==> src/rtl/nq_part_pkg.sv <==
package nq_part_pkg;
   typedef enum logic [1:0] {
      PH_IDLE,
      PH_RUN,
      PH_REPORT
   } phase_e;

   localparam logic [7:0] START_CODE = 8'h01;
   localparam logic [7:0] DONE_FLAG  = 8'h01;
endpackage

==> src/rtl/nq_cmd_rx.sv <==
module nq_cmd_rx
   import nq_part_pkg::*;
#(
   parameter int MAX_N = 16,
   parameter int ROW_W = 5
) (
   input  logic             clk,
   input  logic             rst_n,
   input  logic [7:0]       data_i,
   input  logic             valid_i,
   input  logic             open_i,
   output logic             ack_o,
   output logic [ROW_W-1:0] size_o,
   output logic             go_o
);
   logic             have_size_q;
   logic [ROW_W-1:0] size_q;
   logic             take;
   logic             size_ok;

   assign ack_o   = open_i;
   assign take    = valid_i & open_i;
   assign size_ok = (data_i != 8'd0) && (data_i <= 8'(MAX_N));
   assign go_o    = take & have_size_q & (data_i == START_CODE);
   assign size_o  = size_q;

   always_ff @(posedge clk or negedge rst_n) begin
      if (!rst_n) begin
         have_size_q <= 1'b0;
         size_q      <= '0;
      end else if (take) begin
         if (!have_size_q && size_ok) begin
            size_q      <= data_i[ROW_W-1:0];
            have_size_q <= 1'b1;
         end else if (go_o) begin
            have_size_q <= 1'b0;
         end
      end
   end

   // a held size is always inside the legal range
   assert_size_range_R2 : assert property (@(posedge clk) disable iff (!rst_n)
      have_size_q |-> (size_q != '0) && (int'(size_q) <= MAX_N));
endmodule

==> src/rtl/nq_row_dispatch.sv <==
module nq_row_dispatch #(
   parameter int NUM_ENG = 3,
   parameter int ROW_W   = 5
) (
   input  logic                     clk,
   input  logic                     rst_n,
   input  logic                     go_i,
   input  logic                     run_i,
   input  logic [ROW_W-1:0]         size_i,
   input  logic [NUM_ENG-1:0]       done_i,
   output logic [NUM_ENG-1:0]       start_o,
   output logic [NUM_ENG*ROW_W-1:0] row_o,
   output logic [NUM_ENG-1:0]       take_o,
   output logic                     fin_o
);
   logic [NUM_ENG-1:0] busy_q;
   logic [NUM_ENG-1:0] start_d, start_q;
   logic [ROW_W-1:0]   next_row_q;
   logic [ROW_W-1:0]   cursor;
   logic [ROW_W-1:0]   row_q [NUM_ENG];
   logic [ROW_W-1:0]   row_d [NUM_ENG];

   // lowest free engine gets the lowest pending row
   always_comb begin
      cursor  = next_row_q;
      start_d = '0;
      for (int i = 0; i < NUM_ENG; i++) begin
         row_d[i] = row_q[i];
         if (run_i && !busy_q[i] && (cursor < size_i)) begin
            start_d[i] = 1'b1;
            row_d[i]   = cursor;
            cursor     = cursor + 1'b1;
         end
      end
   end

   assign take_o = done_i & busy_q;
   assign fin_o  = run_i && (busy_q == '0) && (next_row_q == size_i);

   always_ff @(posedge clk or negedge rst_n) begin
      if (!rst_n) begin
         busy_q     <= '0;
         start_q    <= '0;
         next_row_q <= '0;
      end else if (go_i) begin
         busy_q     <= '0;
         start_q    <= '0;
         next_row_q <= '0;
      end else begin
         busy_q     <= (busy_q & ~done_i) | start_d;
         start_q    <= start_d;
         next_row_q <= cursor;
      end
   end

   generate
      for (genvar g = 0; g < NUM_ENG; g++) begin : g_lane
         always_ff @(posedge clk or negedge rst_n) begin
            if (!rst_n) row_q[g] <= '0;
            else        row_q[g] <= row_d[g];
         end
         assign start_o[g]                   = start_q[g];
         assign row_o[g*ROW_W +: ROW_W]      = row_q[g];

         // an issued row is always inside the board
         assert_row_bound_R5 : assert property (@(posedge clk) disable iff (!rst_n)
            start_o[g] |-> (row_q[g] < size_i));
      end
   endgenerate

   // the row cursor never moves backwards within a search
   assert_cursor_mono_R4 : assert property (@(posedge clk) disable iff (!rst_n)
      run_i |=> (!run_i || (next_row_q >= $past(next_row_q))));
endmodule

==> src/rtl/nq_sum_accum.sv <==
module nq_sum_accum #(
   parameter int NUM_ENG = 3,
   parameter int CNT_W   = 32
) (
   input  logic                     clk,
   input  logic                     rst_n,
   input  logic                     clr_i,
   input  logic [NUM_ENG-1:0]       add_en_i,
   input  logic [NUM_ENG*CNT_W-1:0] cnt_i,
   output logic [CNT_W-1:0]         total_o
);
   logic [CNT_W-1:0] total_q;
   logic [CNT_W-1:0] inc;

   generate
      if (NUM_ENG == 1) begin : g_single
         assign inc = add_en_i[0] ? cnt_i : '0;
      end else begin : g_multi
         logic [CNT_W-1:0] part [NUM_ENG];
         for (genvar g = 0; g < NUM_ENG; g++) begin : g_gate
            assign part[g] = add_en_i[g] ? cnt_i[g*CNT_W +: CNT_W] : '0;
         end
         always_comb begin
            inc = '0;
            for (int i = 0; i < NUM_ENG; i++) inc = inc + part[i];
         end
      end
   endgenerate

   always_ff @(posedge clk or negedge rst_n) begin
      if (!rst_n)     total_q <= '0;
      else if (clr_i) total_q <= '0;
      else            total_q <= total_q + inc;
   end

   assign total_o = total_q;

   // the total only moves when some engine's done is taken
   assert_total_hold_R8 : assert property (@(posedge clk) disable iff (!rst_n)
      (!clr_i && (add_en_i == '0)) |=> $stable(total_q));
endmodule

==> src/rtl/nq_sts_tx.sv <==
module nq_sts_tx
   import nq_part_pkg::*;
#(
   parameter int CNT_W = 32
) (
   input  logic             clk,
   input  logic             rst_n,
   input  logic             load_i,
   input  logic [CNT_W-1:0] total_i,
   input  logic             ack_i,
   output logic [7:0]       data_o,
   output logic             valid_o,
   output logic             last_o
);
   localparam int NBYTES = CNT_W / 8;
   localparam int IDX_W  = $clog2(NBYTES + 1);

   logic             active_q;
   logic [IDX_W-1:0] idx_q;
   logic [CNT_W-1:0] shadow_q;
   logic             xfer;

   assign xfer    = active_q & ack_i;
   assign valid_o = active_q;
   assign data_o  = (idx_q == '0) ? DONE_FLAG : shadow_q[7:0];
   assign last_o  = xfer && (idx_q == IDX_W'(NBYTES));

   always_ff @(posedge clk or negedge rst_n) begin
      if (!rst_n) begin
         active_q <= 1'b0;
         idx_q    <= '0;
         shadow_q <= '0;
      end else if (load_i) begin
         active_q <= 1'b1;
         idx_q    <= '0;
         shadow_q <= total_i;
      end else if (xfer) begin
         if (last_o) active_q <= 1'b0;
         idx_q <= idx_q + 1'b1;
         if (idx_q != '0) shadow_q <= shadow_q >> 8;
      end
   end

   // an offered byte is held until the host takes it
   assert_byte_hold_R9 : assert property (@(posedge clk) disable iff (!rst_n)
      (valid_o && !ack_i) |=> (valid_o && $stable(data_o)));
endmodule

==> src/rtl/nq_partition_ctrl.sv <==
module nq_partition_ctrl
   import nq_part_pkg::*;
#(
   parameter int NUM_ENG = 3,
   parameter int MAX_N   = 16,
   parameter int CNT_W   = 32,
   localparam int ROW_W  = $clog2(MAX_N + 1)
) (
   input  logic                     clk,
   input  logic                     rst_n,
   input  logic [7:0]               ctl_data_i,
   input  logic                     ctl_valid_i,
   output logic                     ctl_ack_o,
   output logic [7:0]               sts_data_o,
   output logic                     sts_valid_o,
   input  logic                     sts_ack_i,
   output logic [ROW_W-1:0]         eng_size_o,
   output logic [NUM_ENG-1:0]       eng_start_o,
   output logic [NUM_ENG*ROW_W-1:0] eng_row_o,
   input  logic [NUM_ENG-1:0]       eng_done_i,
   input  logic [NUM_ENG*CNT_W-1:0] eng_count_i
);
   generate
      if (NUM_ENG < 1) begin : g_bad_eng
         $error("NUM_ENG must be at least 1");
      end
      if (MAX_N < 1 || MAX_N > 255 || ROW_W > 8) begin : g_bad_size
         $error("MAX_N must lie in 1..255");
      end
      if (CNT_W < 8 || (CNT_W % 8) != 0) begin : g_bad_cnt
         $error("CNT_W must be a whole number of bytes");
      end
   endgenerate

   phase_e                   phase_q;
   logic                     go, fin, last;
   logic [NUM_ENG-1:0]       take;
   logic [CNT_W-1:0]         total;

   always_ff @(posedge clk or negedge rst_n) begin
      if (!rst_n) phase_q <= PH_IDLE;
      else begin
         unique case (phase_q)
            PH_IDLE:   if (go)   phase_q <= PH_RUN;
            PH_RUN:    if (fin)  phase_q <= PH_REPORT;
            PH_REPORT: if (last) phase_q <= PH_IDLE;
            default:             phase_q <= PH_IDLE;
         endcase
      end
   end

   nq_cmd_rx #(.MAX_N(MAX_N), .ROW_W(ROW_W)) u_rx (
      .clk     (clk),
      .rst_n   (rst_n),
      .data_i  (ctl_data_i),
      .valid_i (ctl_valid_i),
      .open_i  (phase_q == PH_IDLE),
      .ack_o   (ctl_ack_o),
      .size_o  (eng_size_o),
      .go_o    (go)
   );

   nq_row_dispatch #(.NUM_ENG(NUM_ENG), .ROW_W(ROW_W)) u_disp (
      .clk     (clk),
      .rst_n   (rst_n),
      .go_i    (go),
      .run_i   (phase_q == PH_RUN),
      .size_i  (eng_size_o),
      .done_i  (eng_done_i),
      .start_o (eng_start_o),
      .row_o   (eng_row_o),
      .take_o  (take),
      .fin_o   (fin)
   );

   nq_sum_accum #(.NUM_ENG(NUM_ENG), .CNT_W(CNT_W)) u_acc (
      .clk      (clk),
      .rst_n    (rst_n),
      .clr_i    (go),
      .add_en_i (take),
      .cnt_i    (eng_count_i),
      .total_o  (total)
   );

   nq_sts_tx #(.CNT_W(CNT_W)) u_tx (
      .clk     (clk),
      .rst_n   (rst_n),
      .load_i  (fin),
      .total_i (total),
      .ack_i   (sts_ack_i),
      .data_o  (sts_data_o),
      .valid_o (sts_valid_o),
      .last_o  (last)
   );

   // the command port is closed whenever engines are being launched
   assert_closed_in_run_R3 : assert property (@(posedge clk) disable iff (!rst_n)
      (eng_start_o != '0) |-> !ctl_ack_o);

   // result bytes are never offered while the command port is open
   assert_no_report_idle_R9 : assert property (@(posedge clk) disable iff (!rst_n)
      sts_valid_o |-> !ctl_ack_o);
endmodule

==> config.mk <==
export PLATFORM = sky130hd
export DESIGN_NAME = nq_partition_ctrl
export DESIGN_NICKNAME = d
export VERILOG_FILES = /design/src/rtl/nq_part_pkg.sv /design/src/rtl/nq_cmd_rx.sv /design/src/rtl/nq_row_dispatch.sv /design/src/rtl/nq_sum_accum.sv /design/src/rtl/nq_sts_tx.sv /design/src/rtl/nq_partition_ctrl.sv
export SDC_FILE = /design/constraint.sdc
export NUM_CORES = 1
export LEC_CHECK = 0
export CORE_ASPECT_RATIO = 2
export CORE_MARGIN = 2
export CORE_UTILIZATION = 56
export DETAILED_ROUTE_END_ITERATION = 16
export PLACE_DENSITY = 0.86
export SYNTH_ARGS = -nofsm -noshare
export SYNTH_HDL_FRONTEND = slang
export SYNTH_SLANG_ARGS = --single-unit
==> constraint.sdc <==
create_clock -name clk -period 9.9 [get_ports clk]
set_input_delay 1.485 -clock clk [delete_from_list [all_inputs] [get_ports clk]]
set_output_delay 1.485 -clock clk [all_outputs]
set_load 0.01 [all_outputs]
After elaboration in Yosys (flattened, before gate mapping)
Index checks and enable logic that the tools add are counted.
{"block": "classes", "n_mux": 28, "eq_ne": 8, "add_sub_neg": 7, "n_reduce_logical": 29, "order_cmp": 4, "n_bitwise": 8}
{"cell": "$mux W32", "count": 7}
{"cell": "$add A32 B32 Y32", "count": 3}
{"cell": "$mux W5", "count": 4}
{"cell": "$add A5 B1 Y5 const B", "count": 3}
{"cell": "$lt A5 B5 Y1", "count": 3}
{"cell": "$mux W3", "count": 4}
{"cell": "$logic_and A1 B1 Y1", "count": 11}
{"cell": "$eq A8 B1 Y1 const B", "count": 1}
{"cell": "$le A8 B5 Y1 const B", "count": 1}
{"cell": "$mux W1", "count": 8}
{"cell": "$mux W8", "count": 1}
{"cell": "$reduce_and A2 Y1", "count": 4}
{"cell": "$reduce_bool A2 Y1", "count": 4}
{"cell": "$reduce_bool A8 Y1", "count": 1}
{"cell": "$and A3 B3 Y3", "count": 2}
{"cell": "$logic_not A3 Y1", "count": 2}
{"cell": "$mux W2", "count": 3}
{"cell": "$ne A2 B2 Y1 const B", "count": 3}
{"cell": "$pmux W2 S3", "count": 1}
{"cell": "$eq A5 B5 Y1", "count": 1}
{"cell": "$and A1 B1 Y1", "count": 4}
{"cell": "$logic_not A1 Y1", "count": 4}
{"cell": "$add A3 B1 Y3 const B", "count": 1}
{"cell": "$eq A3 B3 Y1 const B", "count": 1}
{"cell": "7 further kinds", "count": 7}
{"block": "word_totals", "output_inout_bits": 33, "regBits": 102, "input_bits": 111, "elab_cells": 97}

Logic depth before layout (Yosys ltp)
Gate-level depths: netlist of run 1.
{"block": "depth", "ltp_word": 12, "depth_mapped": 23, "ltp_nobuf": 23}

Hierarchy
Synthesis of run 1 repeated with hierarchy kept, for this count alone.
{"block": "hier_totals", "hier_cells": 981, "area_unflattened_um2": 8809.7}
{"mod": "nq_sum_accum", "seq_area_each_um2": 800.8, "instances": 1, "cells_per_inst": 583, "area_each_um2": 4832.1}
{"mod": "nq_sts_tx", "seq_area_each_um2": 900.9, "instances": 1, "cells_per_inst": 192, "area_each_um2": 1794.2}
{"mod": "nq_row_dispatch", "seq_area_each_um2": 650.6, "instances": 1, "cells_per_inst": 162, "area_each_um2": 1709.1}
{"mod": "nq_cmd_rx", "seq_area_each_um2": 150.1, "instances": 1, "cells_per_inst": 35, "area_each_um2": 379.1}
{"mod": "nq_partition_ctrl", "seq_area_each_um2": 50.0, "instances": 1, "cells_per_inst": 9, "area_each_um2": 95.1}

Worst setup path before layout of run 1
Ideal clock, no wire load.
{"block": "synth_path", "path_kind": "input to register", "startpoint": "in eng_done_i[2]", "endpoint": "reg u_acc.total_q[31] (netlist: u_acc.total_o[31])", "setup_time_ns": 0.132, "setup_slack_ns": 4.363, "t_required_ns": 9.768, "n_path_buf": 2, "t_arrival_ns": 5.405, "cell_stages": 17, "cell_sequence": "and2_1 -> clkbuf_1 -> clkbuf_1 -> nand2_1 -> fa_1 -> inv_1 -> fa_1 -> ha_1 -> fa_1 -> a211oi_1 -> nor3b_1 -> o21ba_2 -> o41ai_1 -> or4_1 -> o211ai_1 -> xnor2_1 -> nor2_1"}
{"block": "synth_via", "elab_chain_len": 5}
{"element": "start, declared", "line": "nq_partition_ctrl.sv:20", "rtl": "input logic [NUM_ENG-1:0] eng_done_i,"}
{"element": "$and A3 B3 Y3", "line": "nq_row_dispatch.sv:37", "rtl": "assign take_o = done_i & busy_q;"}
{"element": "$mux W32", "line": "nq_sum_accum.sv:21", "rtl": "assign part[g] = add_en_i[g] ? cnt_i[g*CNT_W +: CNT_W] : '0;"}
{"element": "$add A32 B32 Y32", "line": "nq_sum_accum.sv:25", "rtl": "for (int i = 0; i < NUM_ENG; i++) inc = inc + part[i];"}
{"element": "$add A32 B32 Y32", "line": "nq_sum_accum.sv:33", "rtl": "else total_q <= total_q + inc;"}
{"element": "$mux W32", "line": "nq_sum_accum.sv:32", "rtl": "else if (clr_i) total_q <= '0;"}
{"element": "end signal, assigned", "line": "nq_sum_accum.sv:33"}
{"element": "end, declared", "line": "nq_sum_accum.sv:12", "rtl": "logic [CNT_W-1:0] total_q;"}
Every way passes these cells.
A chain may end at the register's enable or synchronous reset.

Worst setup path in the final report of run 1
{"block": "layout_path", "startpoint": "in eng_done_i[2]", "endpoint": "reg u_acc.total_q[29] (netlist: u_acc.total_o[29])"}
Same word-level chain as after synthesis.

==> results of run 1 <==
-- kinds of logic after synthesis --
kind of cell             count (synthesis)  share of synthesized area (%)
flip-flops                             102                          31.68
AND/OR/NAND/NOR                        372                          20.36
adder cells (fa/ha/maj)                111                          23.02
multiplexers                            14                          1.895
AO/OA/AOI/OAI                          158                          13.34
XOR/XNOR                                38                          4.457
buffers and inverters                  111                          5.249
-- area by class of cell --
cell class	count	area (um2)
inverter	80	305.3
timing repair buffer	150	1481
clock inverter	4	73.82
clock buffer	10	229.0
multi-input combinational	693	5087
fill	1135	4227
sequential	102	2552
tap	192	240.2
-- state kept, by name, indices dropped and copies added, names as in the netlist --
register,count
phase_q,2
u_disp.start_o,3
u_rx.size_o,5
u_tx.shadow_q,32
u_disp.row_o,15
u_tx.valid_o,1
u_rx.have_size_q,1
u_tx.idx_q,3
u_disp.busy_q,3
u_disp.next_row_q,5
u_acc.total_o,32
-- worst max path at each step --
stage,startpoint,endpoint,slack [ns],cells after the start
2_1_floorplan,eng_done_i[2],u_acc.total_o[31]$_DFF_PN0_,4.36,17
3_3_place_gp,eng_done_i[2],u_acc.total_o[29]$_DFF_PN0_,3.20,16
3_5_place_dp,eng_done_i[2],u_acc.total_o[29]$_DFF_PN0_,2.99,16
4_1_cts,eng_done_i[2],u_acc.total_o[29]$_DFF_PN0_,3.36,16
5_1_grt,u_rx.size_o[3]$_DFFE_PN0P_,u_disp.next_row_q[3]$_DFF_PN0_,3.01,22
6_report,eng_done_i[2],u_acc.total_o[29]$_DFF_PN0_,3.40,16
-- critical path: stages --
cell and delay (ns):
clkdlybuf4s50_1 0.51, and2_1 0.95, nand2_1 0.25, fa_1 0.61, inv_1 0.06, fa_1 0.45
ha_1 0.25, fa_1 0.43, a211oi_1 0.32, nor3b_1 0.13, o21ai_0 0.33, a31oi_1 0.18
nor2_1 0.20, o22ai_1 0.16, a31oi_1 0.24, mux2i_1 0.20
-- metrics by stage --
step / util, % / std cells / setup slack, ns / area [um2]
6_report: 70.23 / 1231 / 3.398 / 9970
5_1_grt: 70.23 / 1231 / 3.007 / 9970
4_1_cts: 70.23 / 1231 / 3.365 / 9970
3_5_place_dp: 68.09 / 1217 / 2.989 / 9667
3_3_place_gp: 68.09 / 1217 / 3.199 / 9667
2_1_floorplan: - / 906 / 4.363 / 8056
-- per-layer routing --
layer	vias to the layer above	track usage [%]
li1	3292	-
met3	31	3.762
met5	-	0
met2	206	43.28
met4	0	7.828
met1	3294	36.70
-- cells in the final DEF (no fill, tap or decap), types with 6 or more instances in the layout --
cell / instances
nand2_1: 203
clkdlybuf4s50_1: 142
dfrtp_1: 102
inv_1: 79
nor2_1: 74
fa_1: 62
ha_1: 49
a21oi_1: 32
o21ai_0: 31
a31oi_1: 31
xor2_1: 18
xnor2_1: 18
a21o_1: 15
nand3_1: 15
and2_1: 14
mux2_2: 10
nand4_1: 9
clkbuf_16: 9
nand2b_1: 8
o21a_1: 8
nor3_1: 8
buf_4: 8
o31ai_1: 7
and3_1: 6
or3_1: 6
-- where the power goes --
group | switching (mW) | total (mW) | internal (mW)
Clock | 0.153 | 0.372 | 0.219
Sequential | 0.128 | 0.648 | 0.520
Combinational | 0.394 | 0.723 | 0.328
Total | 0.675 | 1.74 | 1.07
==> impl_metrics.toml, run 1 <==
[sta]
slew_headroom_pct = 18.59
worst_slew_pin_slew_ns = 1.221
setup_violations = 0
setup_tns_ns = 0
hold_viol = 0
timing.hold.ws_ns = 0.4737
finalMaxSlewViolations = 0
grt_setup_unrepaired = "no"
fin_skew_ns = 0.009408
post-route-period-util_pct = 65.68
finalCriticalPeriod_ns = 6.502
max_freq_ghz = 0.1538

[clock_tree]
post_cts_buffers = 0
clock-root-buffer = "clkbuf_16"
insertion_delay_ns = 0.35
hold_buffers = 0
cts.sinks = 102
clk_path_buf_depth = 2
cts_tree = "done"
cts_resized = 0
htree_num_levels = 3
cts_buffers = 9
clk_pin_slew_worst_paths_ns = 0.06

[synthesis]
ys_types = 64
netlist_area_um2 = 8056
synth_most_common_cell = "nand2_1"
synth_warnings = 0
synthCells = 906
synth-edff-count = 0
synth.area.top_cells = "dfrtp_1, fa_1, nand2_1"
synthDominantCellAreaShare_pct = 31.68
synth.avg_cell_area_um2 = 8.892
synth-async-reset-ratio_pct = 100.0
ys_top_cells_by_count = "nand2_1, dfrtp_1, inv_1, nor2_1, fa_1"
ys.flop_type = "dfrtp_1"
yosys.area.top_type = "dfrtp_1"
ys_seq_area_share_pct = 31.68
syn-num-nets = 1128
synth_seq_cells = 102

[floorplanning]
core_um2 = 14200
fp.dieH_um = 173.6
die_width_um = 88.82
die-area_um2 = 15420
initial_utilization_pct = 56.75
pin_count = 144
rows = 62

[flow_run]
maxCapViolations = 0

[route]
met2_length_um = 9984
dr.max_layer_used = "met4"
first_iter_violations = 412
route.met3.wl_um = 864
wl_met1_um = 8110
wl_per_cell_um = 15.71
ant_nets = 0
drt-total-wl_um = 19340
vias_per_cell = 5.543
drc_errors = 0
via_count = 6823
dr.pass1.iters = 5

[layout]
layout-drive-gt1-share_pct = 4.812
fin_nets = 1258
diodes = 0
area_delta_synth_final_pct = 23.75

[critical_path]
crit_type = "input pin to flop"
cp_data_required_time_ns = 10.17
end_kind = "flop"
arrival_ns = 6.78
r2r_slack_ns = 3.42
setup.worst_path.start_class = "input pin"
crit_fanout = 31
worstReg2RegStart = "u_rx.size_o[3]$_DFFE_PN0P_"
reg2reg_depth = 22
timing.rr.end = "u_disp.next_row_q[3]$_DFF_PN0_"

[worst_hold_path]
hold_end = "u_disp.row_o[2]$_DFFE_PN0N_"
hold_class = "flop to flop"
hold_start = "u_disp.row_o[2]$_DFFE_PN0N_"
hold_depth = 2

[global_routing]
antenna_found_initial = 0
grt_pass1_wl_um = 32420
grt_pass1_vias = 6789
grt_overflow = 0
grt_max_degree = 76
track_usage_pct = 26.61

[placed_design]
gp_congestion = 0.9258
port_buffers = 143
dpl.hpwl_um = 15230

[pwr]
total_power_mw = 1.743
p_leak_nw = 4.598
worst_ir_drop_vdd_mv = 0.1119
power.density_nw_per_um2 = 174.8

[outcome]
status = "complete, no violations"
(Power assumes the default switching activity.)
==> run 2, diff against run 1 <==
Settings changed: CORE_UTILIZATION 56 to 54, PLACE_DENSITY 0.86 to 0.84.
Clock period 9.9 ns to 6.2 ns, I/O delays scaled along.
==> impl_metrics.toml, run 2 (synthesis gave the netlist of run 1 again) <==
[placed_design]
gp_congestion = 0.9196
placed_cell_area_um2 = 9746
port_buffers = 143
dpl.hpwl_um = 17670

[floorplanning]
initial_utilization_pct = 54.66
core_um2 = 14740
die_width_um = 90.37
rows = 63
pin_count = 144
fp.dieH_um = 176.7
die-area_um2 = 15970

[sta]
worst_slew_pin_slew_ns = 1.182
grt_setup_unrepaired = "no"
fin_skew_ns = 0.01006
timing.hold.ws_ns = 0.4787
finalMaxSlewViolations = 0
setup_tns_ns = 0
setup_violations = 0
post-route-period-util_pct = 93.54
finalCriticalPeriod_ns = 5.799
hold_viol = 0
slew_headroom_pct = 20.97
max_freq_ghz = 0.1724

[outcome]
status = "complete, no violations"

[route]
drc_errors = 0
dr.pass1.iters = 5
ant_nets = 0
via_count = 6992
drt-total-wl_um = 21870
vias_per_cell = 5.607
first_iter_violations = 334
wl_per_cell_um = 17.53

[critical_path]
cp_data_required_time_ns = 6.47
end_kind = "flop"
arrival_ns = 6.07
crit_fanout = 10
setup.worst_path.start_class = "flop"
crit_type = "flop to flop"

[layout]
fin_nets = 1269
diodes = 0
area_delta_synth_final_pct = 25.11
final_cell_mix = "nand2_1, clkdlybuf4s50_1, dfrtp_1, inv_1, nor2_1"
finalInstanceArea_um2 = 10080
mostFrequentLayoutCell = "nand2_1"
layout-drive-gt1-share_pct = 6.464

[clock_tree]
clk_pin_slew_worst_paths_ns = 0.07
htree_num_levels = 3
clock-root-buffer = "clkbuf_16"
cts.sinks = 102
clk_path_buf_depth = 2
cts_buffers = 9
cts_tree = "done"
insertion_delay_ns = 0.35
hold_buffers = 0

[pwr]
p_leak_nw = 4.655
worst_ir_drop_vdd_mv = 0.1729
power.density_nw_per_um2 = 280.8
p_clk_share_pct = 20.6
combPwrFrac_pct = 42.2
sequentialPowerShare_pct = 37.2
swShare_pct = 40.24
cellInternalPower_mw = 1.692
switchingPower_mw = 1.139
total_power_mw = 2.830

[global_routing]
grt_overflow = 0
track_usage_pct = 28.31
grt_pass1_vias = 7459
grt_max_degree = 65
antenna_found_initial = 0
grt_pass1_wl_um = 35640

[worst_hold_path]
hold_class = "flop to flop"

[flow_run]
maxCapViolations = 0
-- run 2: final timing paths --
path,start,end,slack (ns),cells after the start
worst max-delay path,u_rx.size_o[3]$_DFFE_PN0P_,u_disp.next_row_q[3]$_DFF_PN0_,0.40,22
worst min-delay path,u_disp.row_o[2]$_DFFE_PN0N_,u_disp.row_o[2]$_DFFE_PN0N_,0.48,2
worst max register to register,u_rx.size_o[3]$_DFFE_PN0P_,u_disp.next_row_q[3]$_DFF_PN0_,0.40,22
worst min register to register,u_disp.row_o[2]$_DFFE_PN0N_,u_disp.row_o[2]$_DFFE_PN0N_,0.48,2
max in group asynchronous,rst_n,u_tx.shadow_q[0]$_DFFE_PN0P_,4.48,2
min in group asynchronous,rst_n,u_disp.start_o[1]$_DFF_PN0_,0.67,1
-- run 2: power by group through the flow --
stage,clock [mW],sequential [mW],combinational [mW]
2_1_floorplan,0,0.981,0.797
3_3_place_gp,0,1.06,1.15
3_5_place_dp,0,1.06,1.18
4_1_cts,0.587,1.05,1.19
5_1_grt,0.613,1.07,1.35
6_report,0.583,1.05,1.20
-- run 2: per-stage QoR --
stage                     instances  setup slack, ns  utilization (%)
after floorplan                 906            1.043                -
after global placement         1230           0.2134            66.11
after detailed placement       1230           0.1601            66.11
after CTS                      1246           0.1068            68.16
after global routing           1247         0.006513            68.38
final                          1247           0.4005            68.38
-- run 2: area by class of cell --
| type | count | area, um2 |
|---|---|---|
| inverter | 80 | 305.3 |
| clock buffer | 11 | 242.7 |
| clock inverter | 5 | 58.81 |
| fill | 1194 | 4661 |
| timing repair buffer | 161 | 1564 |
| sequential | 102 | 2554 |
| multi-input combinational | 693 | 5111 |
| tap | 195 | 244.0 |
-- run 2: critical path: stages (launching register included) --
cell	delay, ns
dfrtp_1	0.41
inv_1	0.16
ha_1	0.28
a21o_1	0.21
a2111oi_4	0.45
nand2_2	0.24
clkinv_4	0.15
nand4_1	0.12
xor2_1	0.28
inv_1	0.09
ha_1	0.20
nor4b_2	0.35
o21ai_2	0.22
nor4_2	0.31
xnor2_1	0.28
ha_1	0.34
a21oi_1	0.21
nand4_1	0.13
or4_1	0.44
nand3_2	0.17
o211ai_1	0.15
or3_1	0.37
a21oi_1	0.14
-- run 2: what timing repair did --
action	in CTS	in global routing
gates resized for setup	0	6
buffers inserted	0	1
setup endpoints to repair	0	6
-- run 2: layer usage --
metal / track usage, % / up-vias / routed length, um / part of all wire (%)
met4: 15.96 / 0 / 1177 / 5.4
li1: - / 3308 / - / -
met1: 28.59 / 3416 / 7431 / 34
met2: 55.04 / 204 / 12420 / 57
met5: 0 / - / 0 / 0
met3: 3.492 / 64 / 835 / 3.8
==> run 3, diff against run 2 <==
Settings changed: CORE_UTILIZATION 54 to 56, CTS_BUF_LIST from default to sky130_fd_sc_hd__clkbuf_4 sky130_fd_sc_hd__clkbuf_8, PLACE_DENSITY 0.84 to 0.85, SKIP_CTS_REPAIR_TIMING from default to 1, SYNTH_HIERARCHICAL from default to 1.
==> impl_metrics.toml, run 3 <==
[sta]
finalMaxSlewViolations = 0
fin_skew_ns = 0.01309
setup_tns_ns = 0
hold_viol = 0
slew_headroom_pct = 42.05
finalCriticalPeriod_ns = 5.536
post-route-period-util_pct = 89.30
worst_slew_pin_slew_ns = 0.8601
worst_slack_ns = 0.6636
setup_violations = 0
max_freq_ghz = 0.1806
grt_setup_unrepaired = "no"

[floorplanning]
die-area_um2 = 16810
core_um2 = 15370
pin_count = 144
rows = 64
die_width_um = 92.69
initial_utilization_pct = 57.30
fp.dieH_um = 181.4

[synthesis]
synth.area.top_cells = "dfrtp_1, fa_1, ha_1"
ys_seq_area_share_pct = 28.97
synth.avg_cell_area_um2 = 8.980
yosys.area.top_type = "dfrtp_1"
synth_seq_cells = 102
ys_top_cells_by_count = "nand2_1, inv_1, dfrtp_1, fa_1, nor2_1"
synthCells = 981
netlist_area_um2 = 8810
synth-async-reset-ratio_pct = 100.0
ys.flop_type = "dfrtp_1"
synth-edff-count = 0
ys_types = 85
synth_warnings = 6
synth_most_common_cell = "nand2_1"
syn-num-nets = 1203
synthDominantCellAreaShare_pct = 28.97

[critical_path]
arrival_ns = 5.84
setup.worst_path.start_class = "flop"
worstReg2RegStart = "u_rx/size_o[1]$_DFFE_PN0P_"
reg2reg_depth = 21
r2r_slack_ns = 0.66
crit_fanout = 8
crit_type = "flop to flop"
cp_data_required_time_ns = 6.51
end_kind = "flop"
timing.rr.end = "u_disp/next_row_q[3]$_DFF_PN0_"

[pwr]
power.density_nw_per_um2 = 218.1
worst_ir_drop_vdd_mv = 0.1619
p_leak_nw = 4.673
total_power_mw = 2.305

[worst_hold_path]
hold_start = "u_disp/row_o[0]$_DFFE_PN0N_"
hold_depth = 2
hold_class = "flop to flop"
hold_end = "u_disp/row_o[0]$_DFFE_PN0N_"

[layout]
fill_cells = 1274
area_delta_synth_final_pct = 19.94
fin_util_pct = 68.73
fin_nets = 1328
diodes = 0
mostFrequentLayoutCell = "nand2_1"
layout-drive-gt1-share_pct = 7.207
final_cell_mix = "nand2_1, clkdlybuf4s50_1, inv_1, dfrtp_1, fa_1"

[placed_design]
dpl.hpwl_um = 21570
gp_congestion = 0.9974
port_buffers = 143
place_ws_ns = 0.7058

[route]
wl_per_cell_um = 20.58
via_count = 7871
drt-total-wl_um = 26920
vias_per_cell = 6.018
dr.pass1.iters = 5
first_iter_violations = 389
ant_nets = 0
drc_errors = 0

[clock_tree]
insertion_delay_ns = 0.38
clk_path_buf_depth = 2
htree_num_levels = 3
clk_pin_slew_worst_paths_ns = 0.11
cts.sinks = 102
cts_tree = "done"
clock-root-buffer = "clkbuf_8"
cts_buffers = 9

[global_routing]
antenna_found_initial = 0
track_usage_pct = 33.01
grt_max_degree = 71
grt_overflow = 0
grt_pass1_wl_um = 42450
grt_pass1_vias = 8421

[outcome]
status = "complete, no violations"

[flow_run]
maxCapViolations = 0
## run 3: changes by cell type in the layout (fill, tap and decap cells not counted), sizes merged, moves of 13 or more
cell | before | now
nor2b | 5 | 34
nand2 | 204 | 149
a221o | 1 | 14
mux2 | 10 | 24
xor2 | 19 | 6
a21oi | 32 | 47
a31oi | 32 | 8
nor2 | 75 | 52
nor3 | 8 | 27
inv | 79 | 122
## run 3: kinds of logic (layout without fill, tap and decap cells)
group	Yosys count	count (layout)	synth area share, %
muxes	27	27	3.494
AOI/OAI and AO/OA	193	193	15.78
buffers and inverters	162	291	7.414
and+or+nand+nor	365	365	20.99
DFF	102	102	28.97
xor gates and xnor gates	21	21	2.301
adders and majority gates	111	111	21.05
## run 3: metrics by stage
step / instance area, um2 / hold slack [ns] / cells
detailed placement: 10390 / 0.4681 / 1293
finish: 10570 / 0.4886 / 1308
global placement: 10390 / 0.4596 / 1293
global route: 10570 / 0.5116 / 1308
CTS: 10570 / 0.4917 / 1308
floorplan: 8810 / 0.4519 / 981
## run 3: where the power goes
group	total [mW]	leakage, nW	internal (mW)	switching [mW]
clock network	0.404	0.0853	0.151	0.253
logic	1.02	3.38	0.414	0.606
registers	0.882	1.20	0.772	0.110
total	2.30	4.67	1.34	0.969
## run 3: how the worst max path moves through the flow
stage                                from                             end  slack, ns  depth (start not counted)
4_1_cts        u_rx/size_o[1]$_DFFE_PN0P_  u_disp/next_row_q[3]$_DFF_PN0_       0.76                         21
6_report       u_rx/size_o[1]$_DFFE_PN0P_  u_disp/next_row_q[3]$_DFF_PN0_       0.66                         21
5_1_grt        u_rx/size_o[1]$_DFFE_PN0P_  u_disp/next_row_q[3]$_DFF_PN0_       0.24                         21
2_1_floorplan  u_rx/size_o[1]$_DFFE_PN0P_    u_disp/row_o[11]$_DFFE_PN0N_       1.45                         19
3_5_place_dp                eng_done_i[2]     u_acc/total_o[27]$_DFF_PN0_       0.71                         14
3_3_place_gp                eng_done_i[2]     u_acc/total_o[31]$_DFF_PN0_       0.72                         14
## run 3: layout make-up
type	count	area, um2	share of cell area, %
inverter	120	450.4	4.263
multi-input combinational	717	5610	53.10
clock inverter	6	55.05	0.5210
sequential	102	2552	24.16
timing repair buffer	156	1526	14.45
tap	198	247.7	2.345
clock buffer	9	123.9	1.172
## run 3: per-layer routing
metal | track usage [%] | wire length (um) | vias to the layer above
met4 | 25.29 | 2525 | 0
met3 | 4.813 | 1043 | 138
met5 | 0 | 0 | -
met2 | 63.18 | 15240 | 313
met1 | 29.82 | 8108 | 3850
li1 | - | - | 3570
## run 3: worst max-delay path, stage by stage, from the launching register on
cell and delay, ns:
dfrtp_1 0.43, inv_1 0.18, ha_1 0.30, nor2b_4 0.15, o31a_1 0.33, nor4_1 0.34
xor2_1 0.38, ha_1 0.34, a211oi_1 0.23, o211ai_1 0.26, nand2b_1 0.22, a21oi_1 0.36
a31oi_2 0.21, nor2_1 0.22, ha_1 0.28, o21ai_0 0.14, o21ai_0 0.10, nor2_1 0.16
o21ai_0 0.14, buf_4 0.20, and4bb_1 0.30, mux2i_1 0.18
